File: src/rtl/fts_pkg.sv
package fts_pkg;
  localparam int unsigned LANE_BITS = 9;

  typedef enum logic [1:0] {
    CYC_IDLE  = 2'd0,
    CYC_READ  = 2'd1,
    CYC_WRITE = 2'd2
  } cyc_kind_e;
endpackage

File: src/rtl/fts_in_reg.sv
module fts_in_reg
  import fts_pkg::*;
#(
  parameter int unsigned ADDR_W = 6,
  parameter int unsigned LANES  = 2,
  localparam int unsigned DW    = LANES * LANE_BITS
) (
  input  logic              clk,
  input  logic              rst_n,
  input  logic              sel,
  input  logic [ADDR_W-1:0] addr,
  input  logic              all_wr,
  input  logic              wr_en,
  input  logic [LANES-1:0]  lane_en,
  input  logic [DW-1:0]     wr_data,
  output logic              sel_q,
  output logic [ADDR_W-1:0] addr_q,
  output logic              all_q,
  output logic              wen_q,
  output logic [LANES-1:0]  len_q,
  output logic [DW-1:0]     wdat_q
);
  logic             all_d, wen_d;
  logic [LANES-1:0] len_d;
  logic             cap_en;

  // Write controls only matter while selected; clear them otherwise.
  always_comb begin
    cap_en = sel;
    all_d  = sel & all_wr;
    wen_d  = sel & wr_en;
    len_d  = sel ? lane_en : '0;
  end

  always_ff @(posedge clk or negedge rst_n) begin
    if (!rst_n) begin
      sel_q <= 1'b0;
      all_q <= 1'b0;
      wen_q <= 1'b0;
      len_q <= '0;
    end else begin
      sel_q <= sel;
      all_q <= all_d;
      wen_q <= wen_d;
      len_q <= len_d;
    end
  end

  // Data-path registers: no reset, loaded only when selected.
  always_ff @(posedge clk) begin
    if (cap_en) begin
      addr_q <= addr;
      wdat_q <= wr_data;
    end
  end
endmodule

File: src/rtl/fts_lane_dec.sv
module fts_lane_dec
  import fts_pkg::*;
#(
  parameter int unsigned LANES = 2
) (
  input  logic             sel_q,
  input  logic             all_q,
  input  logic             wen_q,
  input  logic [LANES-1:0] len_q,
  output logic [LANES-1:0] lane_wr,
  output cyc_kind_e        kind
);
  for (genvar g = 0; g < LANES; g++) begin : g_lane
    assign lane_wr[g] = sel_q & (all_q | (wen_q & len_q[g]));
  end

  always_comb begin
    if (|lane_wr)   kind = CYC_WRITE;
    else if (sel_q) kind = CYC_READ;
    else            kind = CYC_IDLE;
  end
endmodule

File: src/rtl/fts_array.sv
module fts_array
  import fts_pkg::*;
#(
  parameter int unsigned ADDR_W = 6,
  parameter int unsigned LANES  = 2,
  localparam int unsigned DW    = LANES * LANE_BITS,
  localparam int unsigned DEPTH = 1 << ADDR_W
) (
  input  logic              clk,
  input  logic [LANES-1:0]  lane_wr,
  input  logic [ADDR_W-1:0] addr,
  input  logic [DW-1:0]     wdat,
  output logic [DW-1:0]     rdat
);
  for (genvar g = 0; g < LANES; g++) begin : g_bank
    logic [LANE_BITS-1:0] mem [DEPTH];

    always_ff @(posedge clk) begin
      if (lane_wr[g]) mem[addr] <= wdat[g*LANE_BITS +: LANE_BITS];
    end

    assign rdat[g*LANE_BITS +: LANE_BITS] = mem[addr];
  end
endmodule

File: src/rtl/fts_core.sv
module fts_core
  import fts_pkg::*;
#(
  parameter int unsigned ADDR_W = 6,
  parameter int unsigned LANES  = 2,
  localparam int unsigned DW    = LANES * LANE_BITS
) (
  input  logic              clk,
  input  logic              rst_n,
  input  logic              sel,
  input  logic [ADDR_W-1:0] addr,
  input  logic              all_wr,
  input  logic              wr_en,
  input  logic [LANES-1:0]  lane_en,
  input  logic [DW-1:0]     wr_data,
  input  logic              oe,
  output logic [DW-1:0]     rd_data,
  output logic              rd_drive
);
  logic [1:0]        rst_sync;
  logic              rst_core_n;
  logic              sel_q, all_q, wen_q;
  logic [ADDR_W-1:0] addr_q;
  logic [LANES-1:0]  len_q, lane_wr;
  logic [DW-1:0]     wdat_q, arr_rd;
  cyc_kind_e         kind;

  // Reset: asserted asynchronously, released on the clock.
  always_ff @(posedge clk or negedge rst_n) begin
    if (!rst_n) rst_sync <= 2'b00;
    else        rst_sync <= {rst_sync[0], 1'b1};
  end
  assign rst_core_n = rst_sync[1];

  fts_in_reg #(.ADDR_W(ADDR_W), .LANES(LANES)) u_in (
    .clk(clk), .rst_n(rst_core_n), .sel(sel), .addr(addr),
    .all_wr(all_wr), .wr_en(wr_en), .lane_en(lane_en), .wr_data(wr_data),
    .sel_q(sel_q), .addr_q(addr_q), .all_q(all_q), .wen_q(wen_q),
    .len_q(len_q), .wdat_q(wdat_q)
  );

  fts_lane_dec #(.LANES(LANES)) u_dec (
    .sel_q(sel_q), .all_q(all_q), .wen_q(wen_q), .len_q(len_q),
    .lane_wr(lane_wr), .kind(kind)
  );

  fts_array #(.ADDR_W(ADDR_W), .LANES(LANES)) u_arr (
    .clk(clk), .lane_wr(lane_wr), .addr(addr_q), .wdat(wdat_q), .rdat(arr_rd)
  );

  // Flow-through output, gated asynchronously by oe.
  assign rd_drive = oe & (kind == CYC_READ);
  assign rd_data  = rd_drive ? arr_rd : '0;
endmodule

File: config.mk
export PLATFORM = sky130hd
export DESIGN_NAME = fts_core
export DESIGN_NICKNAME = d
export VERILOG_FILES = /design/src/rtl/fts_pkg.sv /design/src/rtl/fts_in_reg.sv /design/src/rtl/fts_lane_dec.sv /design/src/rtl/fts_array.sv /design/src/rtl/fts_core.sv
export SDC_FILE = /design/constraint.sdc
export NUM_CORES = 1
export LEC_CHECK = 0
export BUFFER_PORTS_ARGS = -buffer_cell sky130_fd_sc_hd__buf_2
export CORE_ASPECT_RATIO = 0.5
export CORE_MARGIN = 3
export CORE_UTILIZATION = 30
export DETAILED_ROUTE_END_ITERATION = 8
export HOLD_SLACK_MARGIN = 0.08
export PLACE_DENSITY = 0.45
export SYNTH_ARGS = -nofsm -noshare
export SYNTH_HDL_FRONTEND = slang
export SYNTH_SLANG_ARGS = --single-unit
File: constraint.sdc
create_clock -name clk -period 2.2 [get_ports clk]
set_input_delay 0.11 -clock clk [delete_from_list [all_inputs] [get_ports clk]]
set_output_delay 0.11 -clock clk [all_outputs]
set_load 0.005 [all_outputs]
# Word level (Yosys, flattened, before mapping)
# Memory sizes are Yosys's and may differ from the RTL's. A register that Yosys moved wholly into a read port is not among the register bits.
# Index checks and enable logic that the tools add are counted.
# word_totals
reg_bits	31
ramBits	1152
wordCells	30
memories	2
# op_classes
n_eq_ne	1
muxes	10
bitwise_logic	9
n_reduce_logical	1
# memory_table
name	depth	word_bits	rd	rd_clocked_by_memory_dff	write_ports	line_no	text
u_arr.g_bank[0].mem	64	9	1	1	1	fts_array.sv:16	logic [LANE_BITS-1:0] mem [DEPTH];
u_arr.g_bank[1].mem	64	9	1	1	1	fts_array.sv:16	
# ops
cell	count
two-way mux 18 bit	1
two-way mux 6 bit	2
AND 1 bit	7
two-way mux 1 bit	5
two-way mux 2 bit	2
== test 2 x 1 -> 1 bit, second input constant	1
bitwise OR 1 bit	2
OR reduction 2 bit	1

# Longest topological paths before layout
# Gate-level depths: netlist (run 1).
# logic_depth
word_depth	8
mapped_depth	10

# Cells and area by module
# A second synthesis (run 1) with hierarchy kept.
# hier_totals
cells_unflattened	2672
hier_area_um2	45705.1
# by_module_without_submodules
mod	n_inst	cells_per_inst	area_per_inst_um2
fts_array	1	2606	44525.2
fts_in_reg	1	33	870.8
fts_core	1	25	260.2
fts_lane_dec	1	8	48.8

# Least setup slack after synthesis (run 1)
# No wires, ideal clock.
# synth_path
path_type	register -> register
from	register u_in.addr_q[4]
to	memory u_arr.g_bank[0].mem[11][0], enable pin
setup_time_ns	0.374
arrival_time_ns	1.831
slack_ns	-0.005
path_stages_with_launch	7
path_buffers	2
cell_sequence	edfxtp_1 clkbuf_1 or3b_2 clkbuf_1 inv_1 nand2_1 nor2_1
# synth_rtl
item	line_no	text
start: declaration	fts_in_reg.sv:17	output logic [ADDR_W-1:0] addr_q,
start signal: assignment	fts_in_reg.sv:52	addr_q <= addr;
end: declaration	fts_array.sv:16	
# Straight into the memory's write port.

==> results list, run 1 <==
- Length in cells of the worst reg-to-reg path: 6
- The checks that failed: setup timing.
- The worst setup path is launched from a flip-flop.
- Number of top-level pins: 51
- Core Footprint: 150,600 µm²
- TritonCTS built the clock tree.
* Horizontal die dimension: 560.2 µm
- Final hold violation count: 0
* Number of iterations in the first detailed-routing pass: 5
- Once the floorplan was initialized, standard cells occupied 30.59% of the core.
* List of cells traversed by the critical path: buf_12 -> buf_16 -> clkbuf_16 -> mux4_2 -> mux2i_4 -> buf_6 -> a221oi_2 -> a22o_1 -> buf_2
- Entering global routing, the biggest net connects 65 pins.
- Final Cycle Share: 142.7%
- Critical path depth in cells: 9
- Dominant delay contributor by cell family on the critical path: buffers and inverters
- Register clock-pin slew on the reported worst setup and hold paths: 0.06 ns
- After detailed routing, the number of remaining DRC violations is 0.
- Hold crit path type: input pin to flip-flop
- Synthesized cell area: 46,080 µm²
- Yosys attributes the largest share of cell area to edfxtp_1 77%, mux4_2 13%, mux2i_1 1.9%.
- Dividing the detail-routed wire length by the instance count gives 27.07 µm.
* Upper clock frequency limit: 0.3185 GHz
- During synthesis, Yosys emitted a total of 0 warnings.
- For hold timing, the worst endpoint is u_in.addr_q[2].
- The worst hold path was traced through 2 stages.
* Final number of max-transition violations: 0
- After legalization and detailed placement, the total HPWL measured 83,190 µm.
* Status: finished, violations left
* Area of the die: 158,600 µm²
- Relative to the synthesized area, the layout overhead comes to 27.27%.
- The worst setup path is captured at an output pin.
- Setup repair after global routing could not meet its margin everywhere.
- Die extent in y: 283.1 µm
- Tightest slew margin relative to the limit: 47.68%
* Filler cells: 13,640
- Area of all placed cells without fillers: 58,640 µm²
* GP Congestion: 0.7698
- Residual antenna-violating net count after detailed routing: 0
- Reg-to-reg setup timing slack: 0.11 ns
- Standard-cell rows: 100
- The top cell type by area accounts for 76.64% of the synthesized area.
* Master of the slowest instance on the critical path: mux4_2
* Reported max-cap violation count: 0
* Area used by sequential logic in the layout: 35,620 µm²
* Sequential share of the synthesized area: 77.28%
- Via-to-Cell Ratio: 4.839
- Shortest clock period the worst path allows after layout: 3.140 ns
- Average size of a mapped cell: 21.67 µm²
- For the pin with the worst max-slew slack, the measured transition is 0.7848 ns.
* Clock root cell: clkbuf_16
- Number of sinks on the clock net: 1,189
* Count of distinct cell types in the synthesized netlist: 58
- Count of port buffers added during placement: 50
- In this run the critical register-to-register path is launched from u_in.addr_q[2].
* Post-synth net total: 2,158
- Max stage delay on crit path: 0.53 ns
- For this block, the via count after detailed routing is 23,580.
- Cells with a size suffix above 1 make up 40.85% of the layout.
- For this run, the leading register cell type out of synthesis is edfxtp_1.
- Synthesis produced 2,126 cells.
- WP buf/inv: 5
- The multi-input combinational cells in the finished layout cover a total of 10,490 µm².
- The setup path with the least slack is of type flip-flop to output pin.
- The worst hold path begins at addr[2].
* Largest fanout on the critical path: 8
- Number of global-route vias before repair: 24,240
- The H-tree was split into 3 levels.
- Area of placed instances: 51,760 µm²
- The clock reaches the later pin of the worst-skew pair after 0.72 ns.
- Arrival time at the worst endpoint: 3.03 ns
* Total negative slack for setup checks: -15.86 ns
* Number of diodes: 0
* Power density normalized to cell area: 882.0 nW/µm²
* Largest area contributor in the synthesized netlist: edfxtp_1
- Cell leakage power: 19.32 nW
- Count of placed standard cells in the final layout, fillers left out: 4,872
- DRC marker count from the first detailed-route iteration: 2,235
- First-pass GRT wire length: 185,900 µm
- Total wire length: 131,900 µm
* Capture instance of the worst register-to-register path: u_arr.g_bank[1].mem[25][1]
* Flop and latch count out of synthesis: 1,189
- Worst supply voltage drop on vdd: 0.6194 mV
- The clock arrives with 0.03043 ns of skew.
* Clock buffer depth: 3
* Share of synthesized registers carrying an async set or reset: 0.5887%
- Setup violations remaining at the end of the flow were counted as 18.
- Counting flops with a built-in enable in the synthesized netlist gives 1,176.
- Post-route worst setup slack: -0.9397 ns
- Placed Cells incl. Taps: 4,523
- For this run, the share of the core covered by cells in the final layout is 38.93%.
- Number of antenna violations at the first check in global routing: 1
* Final #Nets: 2,767
- Required time reported for the critical path endpoint: 2.09 ns
- TritonCTS created 113 clock buffers.
- Total routing usage reported by global routing: 16.31%
* Total overflow reported by the global router: 0
## synth_stat cells, types with 2 or more instances
cell type,number
o22a_1,7
a2111oi_0,6
o32ai_1,3
mux4_1,9
o211ai_1,7
nand3b_1,8
inv_1,10
o41ai_1,5
buf_6,31
nand2b_1,5
a21oi_1,14
a22o_1,3
a22oi_1,26
mux4_2,261
o21ai_1,7
a211oi_1,9
or3_1,3
a32oi_1,3
mux2_2,18
buf_2,25
nand2_1,39
nor2_1,169
buf_8,2
or3b_2,4
buf_1,2
dfxtp_1,6
and2_1,7
o21bai_1,2
o21ai_0,9
edfxtp_1,1176
nor3_1,9
o22ai_1,39
nor2b_1,14
a221oi_1,10
mux2i_1,86
a32o_1,2
nand3_1,7
buf_12,5
buf_4,21
dfrtp_1,7
nor4_1,3
clkbuf_1,31
## cell families (layout without fill, tap and decap cells)
logic type,after synthesis,count (layout),synth area share [%]
flip-flops,1189,1189,77.28
buffers and inverters,129,835,2.023
AO/OA/AOI/OAI,158,158,2.466
multiplexers,374,374,15.58
AND/OR/NAND/NOR,275,275,2.640
other,1,1,0.008139
## power by group
part | total, W | internal [W] | switching [W]
clock network | 0.0212 | 0.0125 | 0.00868
registers | 0.0253 | 0.0252 | 0.0000845
logic | 0.00523 | 0.00240 | 0.00283
total | 0.0517 | 0.0401 | 0.0116
## metal layers
layer  vias to the layer above  part of all wire [%]  GRT usage [%]  routed length, µm
li1                      10140                     -              -                  -
met1                     12690                    45          22.76              59030
met2                       591                    48          26.20              63340
met3                       159                   4.9          3.039               6522
met4                         2                   2.3          4.435               2969
met5                         -                0.0099              0                 13
## placed cells by master, fill, tap and decap left out, types with 27 or more instances in the layout
| cell type | n |
|---|---|
| edfxtp_1 | 1176 |
| buf_4 | 395 |
| mux4_2 | 261 |
| nor2_1 | 163 |
| clkbuf_16 | 126 |
| dlygate4sd3_1 | 56 |
| buf_12 | 56 |
| mux2i_1 | 55 |
| buf_2 | 43 |
| nand2_1 | 29 |
| buf_6 | 29 |
| clkinv_2 | 27 |
## through the flow
stage / hold WS (ns) / total power (W) / worst slack (ns)
final: 0.1503 / 0.05172 / -0.9397
after floorplan: -0.1856 / 0.02805 / -0.005122
after CTS: 0.1010 / 0.05178 / -1.048
after detailed placement: -0.1008 / 0.03009 / -0.7437
after global placement: -0.1046 / 0.03007 / -0.7651
after global routing: 0.1419 / 0.05335 / -1.033
## registers in the layout, indices dropped and copies added, names as in the netlist, named ones only
signal	count
rst_sync	2
u_arr.g_bank.mem	1152
u_in.len_q	2
u_in.wen_q	1
u_in.addr_q	6
u_in.sel_q	1
u_in.all_q	1
u_in.wdat_q	18
## worst max path at each step
stage,end,slack [ns],start
after global routing,rd_data[15],-1.03,flip-flop
after CTS,rd_data[15],-1.05,flip-flop
after floorplan,u_arr.g_bank[0].mem[11][0],-0.005,u_in.addr_q[4]
final,rd_data[15],-0.94,flip-flop
after global placement,rd_data[9],-0.77,flip-flop
after detailed placement,rd_data[9],-0.74,flip-flop
## what timing repair did
action	CTS	global route
endpoints found under the hold margin	52	0
gates cloned	6	7
gates resized for setup	140	134
hold buffers	56	0
setup buffers	23	55
endpoints found under the setup margin	27	23
pin swaps	10	39
## final cells by class
cell class	instances	share of cell area (%)
flip-flops and latches	1189	60.75
multi-input cells	808	17.89
repair buffers	612	10.07
clock buffers	132	5.162
well taps	2040	4.353
clock inverters	80	1.707
inverters	11	0.07041
No activity file was read; power rests on OpenSTA's default activity.
==> run 2: changes to the inputs <==
Settings changed: SETUP_SLACK_MARGIN set to 0.4.
==> run 2 against run 1 <==
  * The run still ends with setup timing left
  * Sequential share of layout area fell by 1.9 points
  * Register-to-register slack improved by 0.20 ns
  * Clock skew up 0.0026 ns
  * Maximum frequency about the same
  * First-iteration DRC count fell by 14%
  * Highest routed layer is now met4
  * Combinational power is 3% higher
  * Worst setup slack gained 0.0019 ns
  * Total power shrank 4.2%
  * Die area is the same
  * Critical endpoint is now rd_data[14]
  * Worst hold slack worse by 0.067 ns
  * Sequential power barely moved
  * Cell count up 1.5%
==> results list, run 2 (synthesis gave the netlist of run 1 again) <==
- The floorplan die area came to 158,600 µm² (unchanged).
- Total routing usage reported by global routing: 16.71% (was 16.31%)
- Via-to-Cell Ratio: 4.880 (was 4.839)
- Unrepaired setup endpoints after global routing: yes (unchanged)
* Flip-flop count of the largest register, all copies and words added: 1,152 (unchanged)
- The transition time at the pin with the least slew margin is 0.7752 ns (was 0.7848 ns).
* Core Footprint: 150,600 µm² (unchanged)
- The maximum level of the CTS H-tree is 3 (unchanged).
- Violated checks: setup timing (unchanged).
- The worst slack after detailed placement came to -0.9522 ns (was -0.7437 ns).
* Number of top-level pins: 51 (unchanged)
* CP dominant cell by count: buf_4
- The total wire length after detailed routing was 134,600 µm (was 131,900 µm).
- Shortest clock period the worst path allows after layout: 3.138 ns (was 3.140 ns)
- The register area is 35,620 µm² (unchanged).
* Upper clock frequency limit: 0.3187 GHz (was 0.3185 GHz)
- The number of CTS-inserted buffers is 113 (unchanged).
* Clk_lat worst skew: 0.72 ns (about the same)
- The number of input and output port buffers inserted came to 50 (unchanged).
* Post-route worst setup slack: -0.9378 ns (was -0.9397 ns)
- The number of maximum-capacitance constraint violations was 0 (unchanged).
* Startpoint Class: flip-flop (unchanged)
- The number of buffers on the longest clock path was 3 (unchanged).
- Number of antenna violations at the first check in global routing: 2 (was 1)
* Worst supply voltage drop on vdd: 0.6396 mV (was 0.6194 mV)
* Cell leakage power: 19.86 nW (was 19.32 nW)
- Max stage delay on crit path: 0.58 ns (was 0.53 ns)
- Post-synthesis to final-layout area growth: 31.47% (was 27.27%)
* Register clock-pin slew on the reported worst setup and hold paths: 0.06 ns (about the same)
* Area taken by multi-input logic gates: 11,260 µm² (was 10,490 µm²)
- Highest-count cells in the layout ignoring fill and taps: 1,176 x edfxtp_1, 311 x buf_4, 264 x mux4_2 (was 1,176 x edfxtp_1, 395 x buf_4, 261 x mux4_2)
* Final Util: 40.21% (was 38.93%)
- The final number of hold-violating endpoints came to 0 (unchanged).
- Residual antenna-violating net count after detailed routing: 0 (unchanged)
- The placed wire-length estimate came to 84,010 µm (was 83,190 µm).
- The residual overflow from global routing came to 0 (unchanged).
- Avg WL per Cell: 27.21 µm (was 27.07 µm)
- Initial core utilization: 30.59% (unchanged)
* Finish-stage setup viols: 18 (unchanged)
- The register containing the most flip-flops in the final layout was u_arr.g_bank.mem (unchanged).
* Arrival time at the worst endpoint: 3.03 ns (about the same)
- DRC marker count from the first detailed-route iteration: 1,931 (was 2,235)
- Kind of end point of the critical path: output pin (unchanged)
- The count of clock tree sinks was 1,189 (unchanged).
- The share of cells above drive strength 1 was 45.44% (was 40.85%).
* Largest net degree at the start of global routing: 65 (unchanged)
- The count of standard-cell rows was 100 (unchanged).
- The routability congestion estimate came to 0.7847 (was 0.7698).
- The remaining design rule violation count came to 0 (unchanged).
* Filler cells: 13,550 (was 13,640)
- Number of iterations in the first detailed-routing pass: 5 (unchanged)
- Via total after detailed routing: 24,140 (was 23,580)
* Final Cycle Share: 142.6% (was 142.7%)
- Top flop regs: u_arr.g_bank.mem: 1152 flops, u_in.wdat_q: 18 flops, u_in.addr_q: 6 flops (unchanged).
- The headroom to the max-slew limit is 48.32% (was 47.68%).
* Largest fanout on the critical path: 12 (was 8)
- Hold crit path type: flip-flop to asynchronous set/reset pin (was input pin to flip-flop)
- The power density of the placed cells came to 818.2 nW/µm² (was 882.0 nW/µm²).
- Clk_skew: 0.03303 ns (was 0.03043 ns)
- The classification of the worst setup path was flip-flop to output pin (unchanged).
- List of cells traversed by the critical path: buf_8 -> buf_16 -> buf_4 -> mux4_2 -> o22ai_4 -> a2111oi_4 -> buf_4 -> a32o_2 -> buf_2 (was buf_12 -> buf_16 -> clkbuf_16 -> mux4_2 -> mux2i_4 -> buf_6 -> a221oi_2 -> a22o_1 -> buf_2)
- The total number of nets in the final design came to 2,845 (was 2,767).
* Number of global-route vias before repair: 25,200 (was 24,240)
- The clock tree from TritonCTS was yes (unchanged).
* Clock root cell: clkbuf_16 (unchanged)
- Master of the slowest instance on the critical path: mux4_2 (unchanged)
- Most common cell after layout, fill and taps aside: edfxtp_1 (unchanged)
- The final-report max-slew violation count came to 0 (unchanged).
- The die width is 560.2 µm (unchanged).
* Required time reported for the critical path endpoint: 2.09 ns (about the same)
* First-pass GRT wire length: 190,200 µm (was 185,900 µm)
* Status: finished, violations left (unchanged)
- Die extent in y: 283.1 µm (unchanged)
run 2: cell types whose count changed in the layout (fill, tap and decap cells not counted), sizes merged:
cell and delta:
bufinv -17, clkinv +2, clkbuf +12, bufbuf +1
clkinvlp -6, buf +84, dlygate4sd3 -2, inv -1
diode +2
run 2: path summary, 6_finish.rpt:
check	from	end	slack (ns)	cells past startpoint
setup / recovery	flip-flop	rd_data[14]	-0.94	9
hold / removal	rst_sync[1]	u_in.all_q	0.08	0
setup reg to reg	u_in.addr_q[4]	u_arr.g_bank[0].mem[0][2]	0.31	6
hold reg to reg	rst_sync[1]	u_in.all_q	0.08	0
max in group asynchronous	rst_n	rst_sync[0]	1.85	3
min in group clk	addr[0]	u_in.addr_q[0]	0.13	2
run 2: worst max-delay path, delay by kind of cell, from the launching register on:
kind	cells	cell delay [ns]
mux	1	0.58
compound gates	3	0.51
buf+inv	5	0.80
flops	1	0.39
run 2: power breakdown:
group / total (W) / leakage [nW] / switching (W) / internal, W
logic: 0.00539 / 7.42 / 0.00292 / 0.00246
registers: 0.0253 / 10.7 / 0.0000706 / 0.0252
clock network: 0.0189 / 1.71 / 0.00842 / 0.0105
total: 0.0496 / 19.9 / 0.0114 / 0.0381
run 2: area by class of cell:
type                            instances  area share, %
Multi-Input combinational cell        808          18.59
Timing Repair Buffer                  690          12.51
Inverter                               11        0.08056
Clock inverter                         58         0.7229
Antenna cell                            2       0.008262
Tap cell                             2040          4.214
Clock buffer                          149          5.077
Sequential cell                      1189          58.80
run 2: repair_timing:
| item | in CTS | in global routing |
|---|---|---|
| pin swaps | 54 | 57 |
| hold buffers | 54 | 0 |
| resized for setup | 348 | 218 |
| setup endpoints to repair | 1084 | 1124 |
| cloned | 16 | 14 |
| endpoints found under the hold margin | 49 | 0 |
| setup buffers | 88 | 27 |
run 2: routing by layer:
metal  vias to the layer above  routed length [µm]  GRT usage [%]
met1                     13070               62020          24.25
met2                       617               63570          26.41
met4                         0                2475          3.761
li1                      10300                   -              -
met3                       147                6529          2.745
met5                         -                   0              0
run 2: through the flow:
step / TNS [ns] / hold slack (ns) / std cells / power, W / area (µm²)
floorplan: 0 / -0.1856 / 2126 / 0.02810 / 46420
global placement: -9.244 / -0.1050 / 4539 / 0.03020 / 52790
detailed placement: -9.317 / -0.1028 / 4539 / 0.03023 / 52790
CTS: -17.29 / 0.08521 / 4904 / 0.04991 / 59440
global route: -17.99 / 0.1012 / 4945 / 0.05124 / 60570
finish: -15.54 / 0.08282 / 4947 / 0.04956 / 60570
==> run 3: changes to the inputs <==
Settings changed: ABC_AREA set to 1, CORE_MARGIN 3 to 1.5, PLACE_DENSITY 0.45 to not set.
==> run 3 against run 2 <==
  * Design area shrank 1.0%
  * Clock power grew 3%
  * Critical path depth grew 5
  * Register-to-register slack gained 0.03 ns
  * Routed wire length grew 1.8%
  * Clock-buffer cell count shrank 6
  * Non-clock buffer count shrank 229
  * Die area grew 3.5%
  * Worst hold slack gained 0.0067 ns
  * The flow still finishes with violations (setup timing)
  * Maximum frequency grew 7.0%
==> results list, run 3 <==
- Post-route worst setup slack: -0.7315 ns (was -0.9378 ns)
- Filler cells: 15,190 (was 13,550)
- Post-DP HPWL: 81,190 µm (was 84,010 µm)
- Total wire length: 137,000 µm (was 134,600 µm)
- Most flop-heavy register: u_arr.g_bank.mem (unchanged)
* Final Cycle Share: 133.3% (was 142.6%)
- List of cells traversed by the critical path: buf_12 -> buf_16 -> buf_16 -> buf_16 -> nand2_1 -> nand3_1 -> nand3_2 -> nand2_2 -> nand2_1 -> nand3_2 -> nand3_2 -> a21oi_4 -> buf_4 -> buf_2 (was buf_8 -> buf_16 -> buf_4 -> mux4_2 -> o22ai_4 -> a2111oi_4 -> buf_4 -> a32o_2 -> buf_2)
- The number of maximum-capacitance constraint violations is 0 (unchanged).
- Core Footprint: 160,700 µm² (was 150,600 µm²)
* Worst supply voltage drop on vdd: 0.6584 mV (was 0.6396 mV)
* Number of iterations in the first detailed-routing pass: 6 (was 5)
- Detail Route met2 WL: 63,660 µm (was 63,570 µm)
* Post-synth top cells: 1,515 x nand2_1, 1,176 x edfxtp_1, 972 x nand3_1, 129 x nor2_1, 90 x buf_2 (was 1,176 x edfxtp_1, 261 x mux4_2, 169 x nor2_1, 86 x mux2i_1)
- Count of distinct cell types in the synthesized netlist: 21 (was 58)
- Leading cell type by number of instances after synthesis: nand2_1 (was edfxtp_1)
- The cell with the biggest individual delay on the critical path is dfxtp_4 (was mux4_2).
- The leakage power total is 21.58 nW (was 19.86 nW).
- Number of warning messages in the yosys log: 0 (unchanged)
- The sum of internal, switching and leakage power came to 0.05057 W (was 0.04956 W).
- The die width came to 571.5 µm (was 560.2 µm).
- Hold Worst Slack: 0.08952 ns (was 0.08282 ns)
- Largest area contributor in the synthesized netlist: edfxtp_1 (unchanged)
- Via-to-Cell Ratio: 4.923 (was 4.880)
* Flip-flop count of the largest register, all copies and words added: 1,152 (unchanged)
* Fraction of final layout cells with drive strength greater than 1: 17.69% (was 45.44%)
- H-tree levels: 3 (unchanged)
- Area of all placed cells without fillers: 59,970 µm² (was 60,570 µm²)
* Highest-count cells in the layout ignoring fill and taps: 1,479 x nand2_1, 1,176 x edfxtp_1, 891 x nand3_1 (was 1,176 x edfxtp_1, 311 x buf_4, 264 x mux4_2)
- The number of buffers and inverters on the critical path came to 6 (was 5).
- The height of the die was 287.2 µm (was 283.1 µm).
- Final #Nets: 4,485 (was 2,845)
- The sort of element at the start of the critical path is a flip-flop (unchanged).
- Capture instance of the worst register-to-register path: u_arr.g_bank[1].mem[15][4] (was u_arr.g_bank[0].mem[0][2])
- The count of placed standard cells including taps is 6,421 (was 4,539).
- Tightest slew margin relative to the limit: 35.68% (was 48.32%)
- The amount of wire on met3 after detailed routing is 11,150 µm (was 6529 µm).
- The number of CTS-inserted buffers came to 117 (was 113).
- The post-synthesis instance area was 48,480 µm² (was 46,080 µm²).
* Dominant delay contributor by cell family on the critical path: buffers and inverters (unchanged)
- The residual overflow from global routing is 0 (unchanged).
- Number of antenna violations at the first check in global routing: 1 (was 2)
- Average size of a mapped cell: 11.74 µm² (was 21.67 µm²)
* Length in cells of the worst reg-to-reg path: 6 (unchanged)
* Flop and latch count out of synthesis: 1,189 (unchanged)
- The number of flops mapped to enable cells by yosys was 1,176 (unchanged).
- The final setup violation count came to 18 (unchanged).
* Kind of end point of the critical path: output pin (unchanged)
- Register clock-pin slew on the reported worst setup and hold paths: 0.06 ns (about the same)
* Power density normalized to cell area: 843.3 nW/µm² (was 818.2 nW/µm²)
* Count of port buffers added during placement: 50 (unchanged)
- Status: finished, violations left (unchanged)
- The aggregate global-route resource usage is 16.16% (was 16.71%).
* Slew at the pin closest to its max-slew limit: 0.9588 ns (was 0.7752 ns)
- The number of buffers on the longest clock path is 3 (unchanged).
- First-pass GRT wire length: 202,200 µm (was 190,200 µm)
- The data arrival at the endpoint of the critical path is 2.82 ns (was 3.03 ns).
- The detailed router's first-iteration violation count is 3,687 (was 1,931).
* Via total after detailed routing: 33,090 (was 24,140)
- Avg WL per Cell: 20.38 µm (was 27.21 µm)
* DRC violations left: 0 (unchanged)
- The clock network latency to the later pin of the worst-skew pair is 0.70 ns (was 0.72 ns).
* Number of global-route vias before repair: 31,950 (was 25,200)
- The utilization of the core after routing was 37.31% (was 40.21%).
- The critical path's largest stage delay is 0.36 ns (was 0.58 ns).
- Residual antenna-violating net count after detailed routing: 0 (unchanged)
- The final clock skew was 0.03350 ns (was 0.03303 ns).
- Top flop regs: u_arr.g_bank.mem: 1152 flops, u_in.wdat_q: 18 flops, u_in.addr_q: 6 flops (unchanged).
- Required time reported for the critical path endpoint: 2.09 ns (about the same)
- The final instance count without filler cells was 6,723 (was 4,947).
* Upper clock frequency limit: 0.3411 GHz (was 0.3187 GHz)
- Reg-to-reg setup timing slack: 0.34 ns (was 0.31 ns)
- The number of ports placed on the die boundary was 51 (unchanged).
- The commonest non-fill, non-tap cell in the layout was nand2_1 (was edfxtp_1).
- The share of the yosys chip area belonging to registers is 73.46% (was 77.28%).
* Share of Yosys cell area claimed by the top area cell type: 72.85% (was 76.64%)
* Largest net degree at the start of global routing: 65 (unchanged)
* Largest fanout on the critical path: 12 (unchanged)
- The fraction of registers with async set or reset after synthesis is 0.5887% (unchanged).
- The master cell of the clock root buffer was clkbuf_16 (unchanged).
- Unrepaired setup endpoints after global routing: yes (unchanged).
* Class of the most critical setup path: flip-flop to output pin (unchanged)
* Area of the die: 164,200 µm² (was 158,600 µm²)
- The routability congestion estimate is 0.8575 (was 0.7847).
- Final number of max-transition violations: 0 (unchanged)
- Area used by sequential logic in the layout: 35,620 µm² (about the same)
- Final hold violation count: 0 (unchanged)
- The detailed-routing wirelength on met1 was 58,450 µm (was 62,020 µm).
- Post-synth net total: 4,162 (was 2,158)
- Area of placed instances: 53,660 µm² (was 52,790 µm²)
- The type of the worst min-delay path is flip-flop to asynchronous set/reset pin (unchanged).
- The minimum clock period was 2.932 ns (was 3.138 ns).
- The relative area change from synthesis to final layout is 23.70% (was 31.47%).
- Startpoint of the worst register-to-register path: u_in.addr_q[2] (was u_in.addr_q[4])
- CTS tree: yes (unchanged)
- Initial core utilization: 30.16% (was 30.59%)
- The dominant register cell in the synthesized netlist is edfxtp_1 (unchanged).
- The antenna cell count came to 0 (was 2).
- Violated checks: setup timing (unchanged).
* Cells after Synth: 4,130 (was 2,126)
* Ranking of synthesized cells by area: edfxtp_1 73%, nand2_1 12%, nand3_1 10% (was edfxtp_1 77%, mux4_2 13%, mux2i_1 1.9%)
- The highest metal layer with signal wires was met4 (unchanged).
- The count of standard-cell rows is 104 (was 100).
* Number of sinks on the clock net: 1,189 (unchanged)
- Area taken by multi-input logic gates: 12,250 µm² (was 11,260 µm²)
==> run 3: cell types whose count changed in the layout (fill, tap and decap cells not counted), sizes merged, moves of 22 or more <==
cell,previous run,this run
nand2,39,1515
nor2,171,129
mux2i,86,0
nand3,8,972
o22ai,39,0
buf,633,415
a22oi,26,0
mux4,270,0
dlygate4sd3,54,32
==> run 3: final cells by class <==
class                   instances  share of cell area, %
flip-flops and latches       1189                  59.40
multi-input cells            2660                  20.42
repair buffers                461                  9.187
clock buffers                 143                  5.045
well taps                    2173                  4.534
clock inverters                73                  1.104
inverters                      21                 0.1920
repair inverters                3                 0.1106
==> run 3: through the flow <==
| step | setup WS [ns] | setup TNS (ns) |
|---|---|---|
| after global placement | -0.2615 | -2.826 |
| after CTS | -0.7635 | -12.67 |
| after detailed placement | -0.2404 | -2.837 |
| after global routing | -0.8038 | -13.83 |
| final | -0.7315 | -12.00 |
| after floorplan | 0.2733 | 0 |
==> run 3: timing repair <==
action,CTS,global route
hold endpoints to repair,52,0
hold buffers,32,0
setup buffers,10,10
setup endpoints to repair,174,929
gates cloned,16,18
pin swaps,10,26
resized for setup,156,188
==> run 3: cells by family after synthesis <==
kind of cell | Yosys count | share of synthesized area, %
other | 1 | 0.007736
flip-flops | 1189 | 73.46
AND/OR/NAND/NOR | 2633 | 22.94
buffers and inverters | 281 | 3.322
AO/OA/AOI/OAI | 26 | 0.2684
==> run 3: power by group <==
part           switching [W]  internal, W  leakage [nW]  total [W]
Combinational        0.00388      0.00205          9.06    0.00593
Clock                0.00833       0.0110          1.80     0.0194
Sequential         0.0000795       0.0252          10.7     0.0253
Total                 0.0123       0.0383          21.6     0.0506
==> run 3: how the worst max path moves through the flow <==
| stage | startpoint | end | slack, ns | depth (start not counted) |
|---|---|---|---|---|
| after floorplan | u_in.addr_q[2] | u_arr.g_bank[0].mem[63][0] | 0.27 | 4 |
| after global placement | flip-flop | rd_data[8] | -0.26 | 14 |
| after detailed placement | flip-flop | rd_data[8] | -0.24 | 14 |
| after CTS | flip-flop | rd_data[15] | -0.76 | 13 |
| after global routing | flip-flop | rd_data[8] | -0.80 | 14 |
| final | flip-flop | rd_data[8] | -0.73 | 14 |
==> run 3: routing by layer <==
metal,global-route usage (%),vias up
li1,-,15160
met5,0,-
met2,25.76,1430
met3,2.616,209
met4,5.329,0
met1,22.46,16290
